$ cat config.mk
export PLATFORM = sky130hd
export DESIGN_NAME = shared_tmr64
export DESIGN_NICKNAME = d
export VERILOG_FILES = /design/src/rtl/shared_tmr64.sv
export SDC_FILE = /design/constraint.sdc
export NUM_CORES = 1
export LEC_CHECK = 0
export BUFFER_PORTS_ARGS = -buffer_cell sky130_fd_sc_hd__buf_2
export CORE_ASPECT_RATIO = 0.8
export CORE_MARGIN = 10
export CORE_UTILIZATION = 42
export CTS_CLUSTER_DIAMETER = 30
export DETAILED_ROUTE_END_ITERATION = 8
export GPL_TIMING_DRIVEN = 1
export PLACE_DENSITY_LB_ADDON = 0.08
export SLEW_MARGIN = 5
export SYNTH_ARGS = -nofsm -noshare
export SYNTH_HDL_FRONTEND = slang
export SYNTH_SLANG_ARGS = --single-unit
$ cat constraint.sdc
create_clock -name clk -period 7.9 [get_ports clk]
set_clock_uncertainty 0.2 [all_clocks]
set_input_delay 0.79 -clock clk [delete_from_list [all_inputs] [get_ports clk]]
set_output_delay 0.79 -clock clk [all_outputs]
set_load 0.03 [all_outputs]
$ cat src/rtl/shared_tmr64.sv
module shared_tmr64 #(
  parameter int NCORE = 2,
  localparam int CW = (NCORE > 1) ? $clog2(NCORE) : 1
) (
  input  logic              clk,
  input  logic              rst_n,
  input  logic [CW-1:0]     core_id,
  input  logic              wr,
  input  logic [4:0]        addr,
  input  logic [31:0]       wdata,
  output logic [31:0]       rdata,
  output logic [NCORE-1:0]  irq
);
  localparam logic [4:0] A_CLO = 5'h00, A_CHI = 5'h04, A_CTL = 5'h08, A_STS = 5'h0C,
                         A_MLO = 5'h10, A_MHI = 5'h14, A_INC = 5'h18;

  logic [63:0] cnt;
  logic [7:0]  presc, pcnt;
  logic        en;
  logic [NCORE-1:0] cmpen, ien, auto_inc, flag, match, wsel;
  logic [NCORE-1:0][63:0] cmp;
  logic [NCORE-1:0][31:0] inc;

  always_comb
    for (int i = 0; i < NCORE; i++) begin
      wsel[i]  = wr && (core_id == CW'(i));
      match[i] = cmpen[i] && (cnt >= cmp[i]);
    end

  assign irq = flag & ien;

  always_ff @(posedge clk) begin
    if (!rst_n) begin
      cnt  <= '0;
      pcnt <= '0;
    end else if (en) begin
      if (pcnt >= presc) begin
        pcnt <= '0;
        cnt  <= cnt + 64'd1;
      end else
        pcnt <= pcnt + 8'd1;
    end else begin
      pcnt <= '0;
      if (wr && addr == A_CLO) cnt[31:0]  <= wdata;
      if (wr && addr == A_CHI) cnt[63:32] <= wdata;
    end
  end

  always_ff @(posedge clk) begin
    if (!rst_n) begin
      en <= 1'b0;
      presc <= '0;
      cmpen <= '0;
      ien <= '0;
      auto_inc <= '0;
      flag <= '0;
      cmp <= '0;
      inc <= '0;
    end else begin
      for (int i = 0; i < NCORE; i++) begin
        if (match[i]) begin
          flag[i] <= 1'b1;
          if (auto_inc[i]) cmp[i] <= cmp[i] + {32'd0, inc[i]};
        end
        if (wsel[i]) begin
          case (addr)
            A_CTL: begin
              en          <= wdata[0];
              presc       <= wdata[15:8];
              cmpen[i]    <= wdata[1];
              ien[i]      <= wdata[2];
              auto_inc[i] <= wdata[3];
            end
            A_STS: if (wdata[0] && !match[i]) flag[i] <= 1'b0;
            A_MLO: cmp[i][31:0]  <= wdata;
            A_MHI: cmp[i][63:32] <= wdata;
            A_INC: inc[i] <= wdata;
            default: ;
          endcase
        end
      end
    end
  end

  logic [63:0] s_cmp;
  logic [31:0] s_inc;
  logic [3:0]  s_bits;
  always_comb begin
    s_cmp = '0;
    s_inc = '0;
    s_bits = '0;
    for (int i = 0; i < NCORE; i++)
      if (core_id == CW'(i)) begin
        s_cmp  = cmp[i];
        s_inc  = inc[i];
        s_bits = {auto_inc[i], ien[i], cmpen[i], flag[i]};
      end
  end

  always_comb
    case (addr)
      A_CLO:   rdata = cnt[31:0];
      A_CHI:   rdata = cnt[63:32];
      A_CTL:   rdata = {16'd0, presc, 4'd0, s_bits[3:1], en};
      A_STS:   rdata = {31'd0, s_bits[0]};
      A_MLO:   rdata = s_cmp[31:0];
      A_MHI:   rdata = s_cmp[63:32];
      A_INC:   rdata = s_inc;
      default: rdata = '0;
    endcase
endmodule

==> results of run 1 <==
layout make-up:
type                    instances  area [µm²]  share of cell area
well taps                     684         856              0.0332
inverters                     168         633              0.0246
clock buffers                 101        2200              0.0854
flip-flops and latches        281        5630               0.218
repair buffers                114         676              0.0262
clock inverters                45         686              0.0266
multi-input cells            2321       15100               0.586
diodes                          1        2.50           0.0000971
per-stage QoR:
stage               cells  cell area [µm²]  worst slack, ps
floorplan            2956            22000             3980
global placement     3568            22900             3000
detailed placement   3568            22900             3010
CTS                  3714            25800             3370
global route         3714            25800             3150
finish               3715            25800             3220
cells by family after synthesis:
logic type                 count (synthesis)
AOI/OAI and AO/OA                        994
and+or+nand+nor                          949
buffers and inverters                    354
DFF                                      281
adders and majority gates                204
xor gates and xnor gates                 116
muxes                                     58
power by group through the flow:
stage          Combinational [W]  Clock (W)  Sequential [W]
2_1_floorplan           0.000154          0         0.00147
3_3_place_gp            0.000272          0         0.00148
3_5_place_dp            0.000275          0         0.00148
4_1_cts                 0.000277    0.00351         0.00145
5_1_grt                 0.000298    0.00360         0.00145
6_report                0.000286    0.00350         0.00145
Yosys cell counts (20+ instances only):
cell,n
nand2_1,417
a21oi_1,342
dfxtp_1,281
o21ai_0,221
ha_1,202
inv_1,166
clkbuf_1,152
nor2_1,141
nand3_1,95
xnor2_1,90
nand4_1,65
mux2i_1,56
nor3_1,52
a21o_1,45
a222oi_1,38
and3_1,33
and2_1,32
a22oi_1,31
a211oi_1,28
o21ai_1,28
a31oi_1,27
xor2_1,26
a221o_1,24
o211ai_1,22
a311oi_1,21
o21a_1,21
o22ai_1,20
path summary, 6_finish.rpt:
path | slack, ps | to | start
worst max-delay path | 3220 | rdata[10] | addr[4]
worst min-delay path | 280 | inc[44]$_SDFFE_PN0P_ | inc[44]$_SDFFE_PN0P_
worst max register to register | 3260 | cmp[35]$_SDFF_PN0_ | cnt[23]$_SDFFE_PN0P_
worst min register to register | 280 | inc[44]$_SDFFE_PN0P_ | inc[44]$_SDFFE_PN0P_
critical path, cell delays in order:
cell     delay (ps)
buf_2            80
buf_4           510
nand2_1         200
nor2_4          890
a221o_1         330
o22ai_1          80
o21ai_0         490
buf_2           310
per-layer routing:
metal	GRT usage	wire [µm]	vias to the layer above
met2	0.457	41600	1429
met1	0.444	44400	11700
met5	0	13	-
met4	0.149	5020	2
li1	-	-	10900
met3	0.0754	11500	256
flip-flops by register name, indices dropped and copies added, names as in the netlist, named ones only:
| register | count |
|---|---|
| cmpen | 2 |
| cnt | 64 |
| pcnt | 8 |
| inc | 64 |
| auto_inc | 2 |
| cmp | 128 |
| ien | 2 |
| flag | 2 |
==> qor.yml, run 1 <==
run_status:
  run_status: "finished clean"
logic_synthesis:
  yosysTopAreaCellShare: 0.256
  synth_compound_area_frac: 0.290
  synth_area_mm2: 0.0220
  synth_nets: 3201
  yosysWarnings: 0
  synth_top_family_by_area: "compound AO/OA/AOI/OAI gates"
  yosysUniqueCellTypes: 86
  synth_area_per_cell_um2: 7.45
  ys_seq_elements: 281
  yosys-top-cells-area: "dfxtp_1 (26%), ha_1 (11%), a21oi_1 (7.8%)"
  synth.area.mux_share: 0.0265
  synth_top_area_cell: "dfxtp_1"
  synthCells: 2956
  synth_fa_ha_area_frac: 0.117
  synthSimpleGateAreaFrac: 0.203
  async_flop_share: 0
  synth-xor-area-share: 0.0462
  ys_seq_area_frac: 0.256
  synth-edff-count: 0
  ys.flop_type: "dfxtp_1"
sta:
  fin_crit_ps: 4680
  finalSetupViolations: 0
  relSlewSlack: 0.155
  tns_ps: 0
  rsz0062_at_grt: "no"
  finalCritPeriodShare: 0.593
  finalMaxSlewViolations: 0
  hold_viol_final: 0
  fin_hold_ws_ps: 276
  max_freq_ghz: 0.214
  worst_pin_slew_ps: 1260
pwr:
  p_leak_nw: 9.72
  intPower_w: 0.00396
  finalPower_w: 0.00524
  power_frac_seq: 0.278
  ir_drop_uv: 127
  power_frac_clock: 0.668
  p_sw_w: 0.00128
  swShare: 0.244
  p_per_area_mw_per_mm2: 203
  combPwrFrac: 0.055
layout:
  fillers: 4989
  layout_commonest_cell: "nand2_1"
  layout_common_cells: "nand2_1 (415), a21oi_1 (340), dfxtp_1 (280)"
  layout.nets: 3210
  utilization: 0.501
  syn_to_final_growth_pct: 17.1
  drive_above_1_share: 0.100
die:
  io_pins: 75
  die_area_mm2: 0.0620
  die_h_um: 225
  fp.coreArea_mm2: 0.0515
  rows: 74
  start_util: 0.428
  die_x_um: 276
place:
  numPortBuffers: 74
  hpwl_um: 74400
  gp_congestion: 1.02
critical_path:
  path_max_fanout: 43
  cp-end-kind: "output pin"
  cp.required_ps: 6910
  worstPathArrival_ps: 3690
  r2r_cells: 10
  crit_path_start_kind: "primary input"
  path_class: "in -> out"
clock_tree:
  htree_levels: 3
  tritoncts: "yes"
  cts-root-buf: "clkbuf_16"
  cts_buffers: 79
  cts_hold_buf: 0
  postCtsSetupBuffers: 0
  cts.sinks: 281
  clkLatencyLatePin_ps: 620
  clockBufferDepth: 3
  clk_pin_slew_worst_paths_ps: 50
  cts_resized: 0
route:
  ant_nets: 0
  wl_um: 103000
  routedWlPerCell_um: 27.6
  dr.first_iter.drc_count: 3162
  num_vias: 24300
  vias_per_cell: 6.54
  post-route-drc-count: 0
  dr.pass1.iters: 9
worst_hold_path:
  hold_path.class: "reg -> reg"
  hold_path_depth: 2
flow_run:
  cap_violations: 0
global_routing:
  grt_pass1_vias: 22400
  grt_pass1_wl_um: 150000
  antenna_found_initial: 4
  grt_overflow_total: 0
  grt_max_degree: 66
  track_usage: 0.319
No activity file was read; power rests on OpenSTA's default activity.
==> run 2: changes to the inputs <==
clock period = 4.6 ns   (was 7.9 ns; I/O delays follow)
==> qor.yml, run 2 (same netlist as run 1, synthesis figures left out) <==
pwr:
  p_leak_nw: 9.93  # was 9.72 nW
  p_per_area_mw_per_mm2: 332  # was 203 mW/mm²
  finalPower_w: 0.00864  # was 0.00524 W
  ir_drop_uv: 417  # was 127 µV
run_status:
  run_status: "finished clean"  # unchanged
route:
  routedWlPerCell_um: 28.4  # was 27.6 µm
  num_vias: 24600  # was 24,300
  dr.first_iter.drc_count: 3412  # was 3,162
  dr.pass1.iters: 9  # unchanged
  ant_nets: 0  # unchanged
  post-route-drc-count: 0  # unchanged
  vias_per_cell: 6.52  # was 6.54
  wl_um: 107000  # was 103,000 µm
clock_tree:
  clk_pin_slew_worst_paths_ps: 50  # about the same
  cts-root-buf: "clkbuf_16"  # unchanged
  cts_resized: 0  # unchanged
  tritoncts: "yes"  # unchanged
  htree_levels: 3  # unchanged
  clkLatencyLatePin_ps: 630  # was 620 ps
  postCtsSetupBuffers: 0  # unchanged
  clockBufferDepth: 3  # unchanged
  cts.sinks: 281  # unchanged
  cts_buffers: 82  # was 79
sta:
  fin_ws_ps: 624  # was 3220 ps
  max_freq_ghz: 0.252
  worst_pin_slew_ps: 1210  # was 1260 ps
  tns_ps: 0  # unchanged
  hold_viol_final: 0  # unchanged
  finalMaxSlewViolations: 0  # unchanged
  rsz0062_at_grt: "no"  # unchanged
  relSlewSlack: 0.193  # was 0.155
  fin_crit_ps: 3980
  finalCritPeriodShare: 0.864
  finalSetupViolations: 0  # unchanged
critical_path:
  crit_chain: "ha_1 > a211oi_1 > o21ai_1 > nand4_1 > a21oi_1 > nor4_1 > o21ai_1 > buf_4 > nor4b_1 > xnor2_1 > a21oi_1"  # was buf_2 > buf_4 > nand2_1 > nor2_4 > a221o_1 > o22ai_1 > o21ai_0 > buf_2
  cp.required_ps: 4830  # was 6910 ps
  path_max_fanout: 16  # was 43
  worstPathArrival_ps: 4210  # was 3690 ps
  crit_path_start_kind: "flop"  # was primary input
  critPathSlowestCell: "nor4_1"  # was nor2_4
  cp-end-kind: "flop"  # was output pin
  path_class: "reg -> reg"  # was in -> out
  critPathMaxStageDelay_ps: 710  # was 890 ps
worst_hold_path:
  hold_path.class: "in -> reg"  # was reg -> reg
place:
  hpwl_um: 79300  # was 74,400 µm
  gp_congestion: 1.01  # was 1.02
  numPortBuffers: 74  # unchanged
  place_inst: 3613  # was 3,568
  place_ws_ps: 671  # was 3010 ps
layout:
  instances_no_fill: 3765  # was 3,715
  syn_to_final_growth_pct: 18.3  # was 17.1%
  reg_top3: "cmp (128), cnt (64), inc (64)"  # unchanged
  layout_common_cells: "nand2_1 (415), a21oi_1 (340), dfxtp_1 (280)"  # unchanged
  largest_reg_flops: 128  # unchanged
  utilization: 0.506  # was 0.501
  layout.nets: 3259  # was 3,210
  regMostFlops: "cmp"  # unchanged
  fillers: 5047  # was 4,989
  layout_commonest_cell: "nand2_1"  # unchanged
  drive_above_1_share: 0.113  # was 0.100
global_routing:
  grt_overflow_total: 0  # unchanged
  antenna_found_initial: 5  # was 4
  grt_pass1_vias: 22700  # was 22,400
  grt_pass1_wl_um: 155000  # was 150,000 µm
  track_usage: 0.335  # was 0.319
  grt_max_degree: 112  # was 66
die:
  die_x_um: 276  # unchanged
  die_h_um: 225  # unchanged
  rows: 74  # unchanged
  fp.coreArea_mm2: 0.0515  # unchanged
  io_pins: 75  # unchanged
  start_util: 0.428  # unchanged
  die_area_mm2: 0.0620  # unchanged
flow_run:
  cap_violations: 0  # unchanged
==> run 2: cell count changes in the layout (fill, tap and decap cells not counted), sizes merged, moves of 2 or more <==
cell	change
clkbuf	+13
clkinv	-2
inv	+2
bufinv	-10
buf	+45
==> run 2: worst max-delay path, delay by kind of cell (launching register included) <==
kind	cells	cell delay [ps]
flip-flops	1	340
XOR/XNOR	1	210
buffers and inverters	1	290
AO/OA/AOI/OAI	5	1270
AND/OR/NAND/NOR	3	1160
adder cells (fa/ha/maj)	1	320
==> run 2: report_power, final <==
group          switching (W)  internal, W  leakage (nW)
sequential         0.0000358      0.00246          2.27
clock                0.00176      0.00386          1.34
combinational       0.000377     0.000135          6.32
==> run 2: path summary, 6_finish.rpt <==
path	endpoint	slack, ps	depth (start not counted)	from
max	cmp[49]$_SDFF_PN0_	620	11	cmp[1]$_SDFF_PN0_
min	inc[30]$_SDFFE_PN0P_	60	3	wdata[30]
max reg2reg	cmp[49]$_SDFF_PN0_	620	11	cmp[1]$_SDFF_PN0_
min reg2reg	inc[18]$_SDFFE_PN0P_	280	2	inc[18]$_SDFFE_PN0P_
==> run 2: final cells by class <==
| cell class | count | area (µm²) | area share |
|---|---|---|---|
| Antenna cell | 2 | 5.00 | 0.000192 |
| Clock buffer | 114 | 2390 | 0.0916 |
| Clock inverter | 35 | 352 | 0.0135 |
| Inverter | 168 | 633 | 0.0243 |
| Multi-Input combinational cell | 2321 | 15100 | 0.579 |
| Sequential cell | 281 | 5630 | 0.216 |
| Tap cell | 684 | 856 | 0.0329 |
| Timing Repair Buffer | 160 | 1100 | 0.0422 |
==> run 2: repair_timing <==
action                                  4_1_cts  5_1_grt
endpoints found under the setup margin        0        0
hold endpoints to repair                      3        0
hold buffers                                  1        0
==> run 2: per-stage QoR <==
step | instance area (µm²) | hold WS [ps]
finish | 26000 | 55.4
global route | 26000 | 43.2
CTS | 26000 | 24.8
detailed placement | 23300 | 270
global placement | 23300 | 261
floorplan | 22000 | 245
==> run 2: layer usage <==
layer,global-route usage,wire (µm),vias up
li1,-,-,11000
met1,0.469,46100,11800
met2,0.457,42000,1522
met3,0.122,14900,206
met4,0.123,3890,4
met5,0.0120,108,-
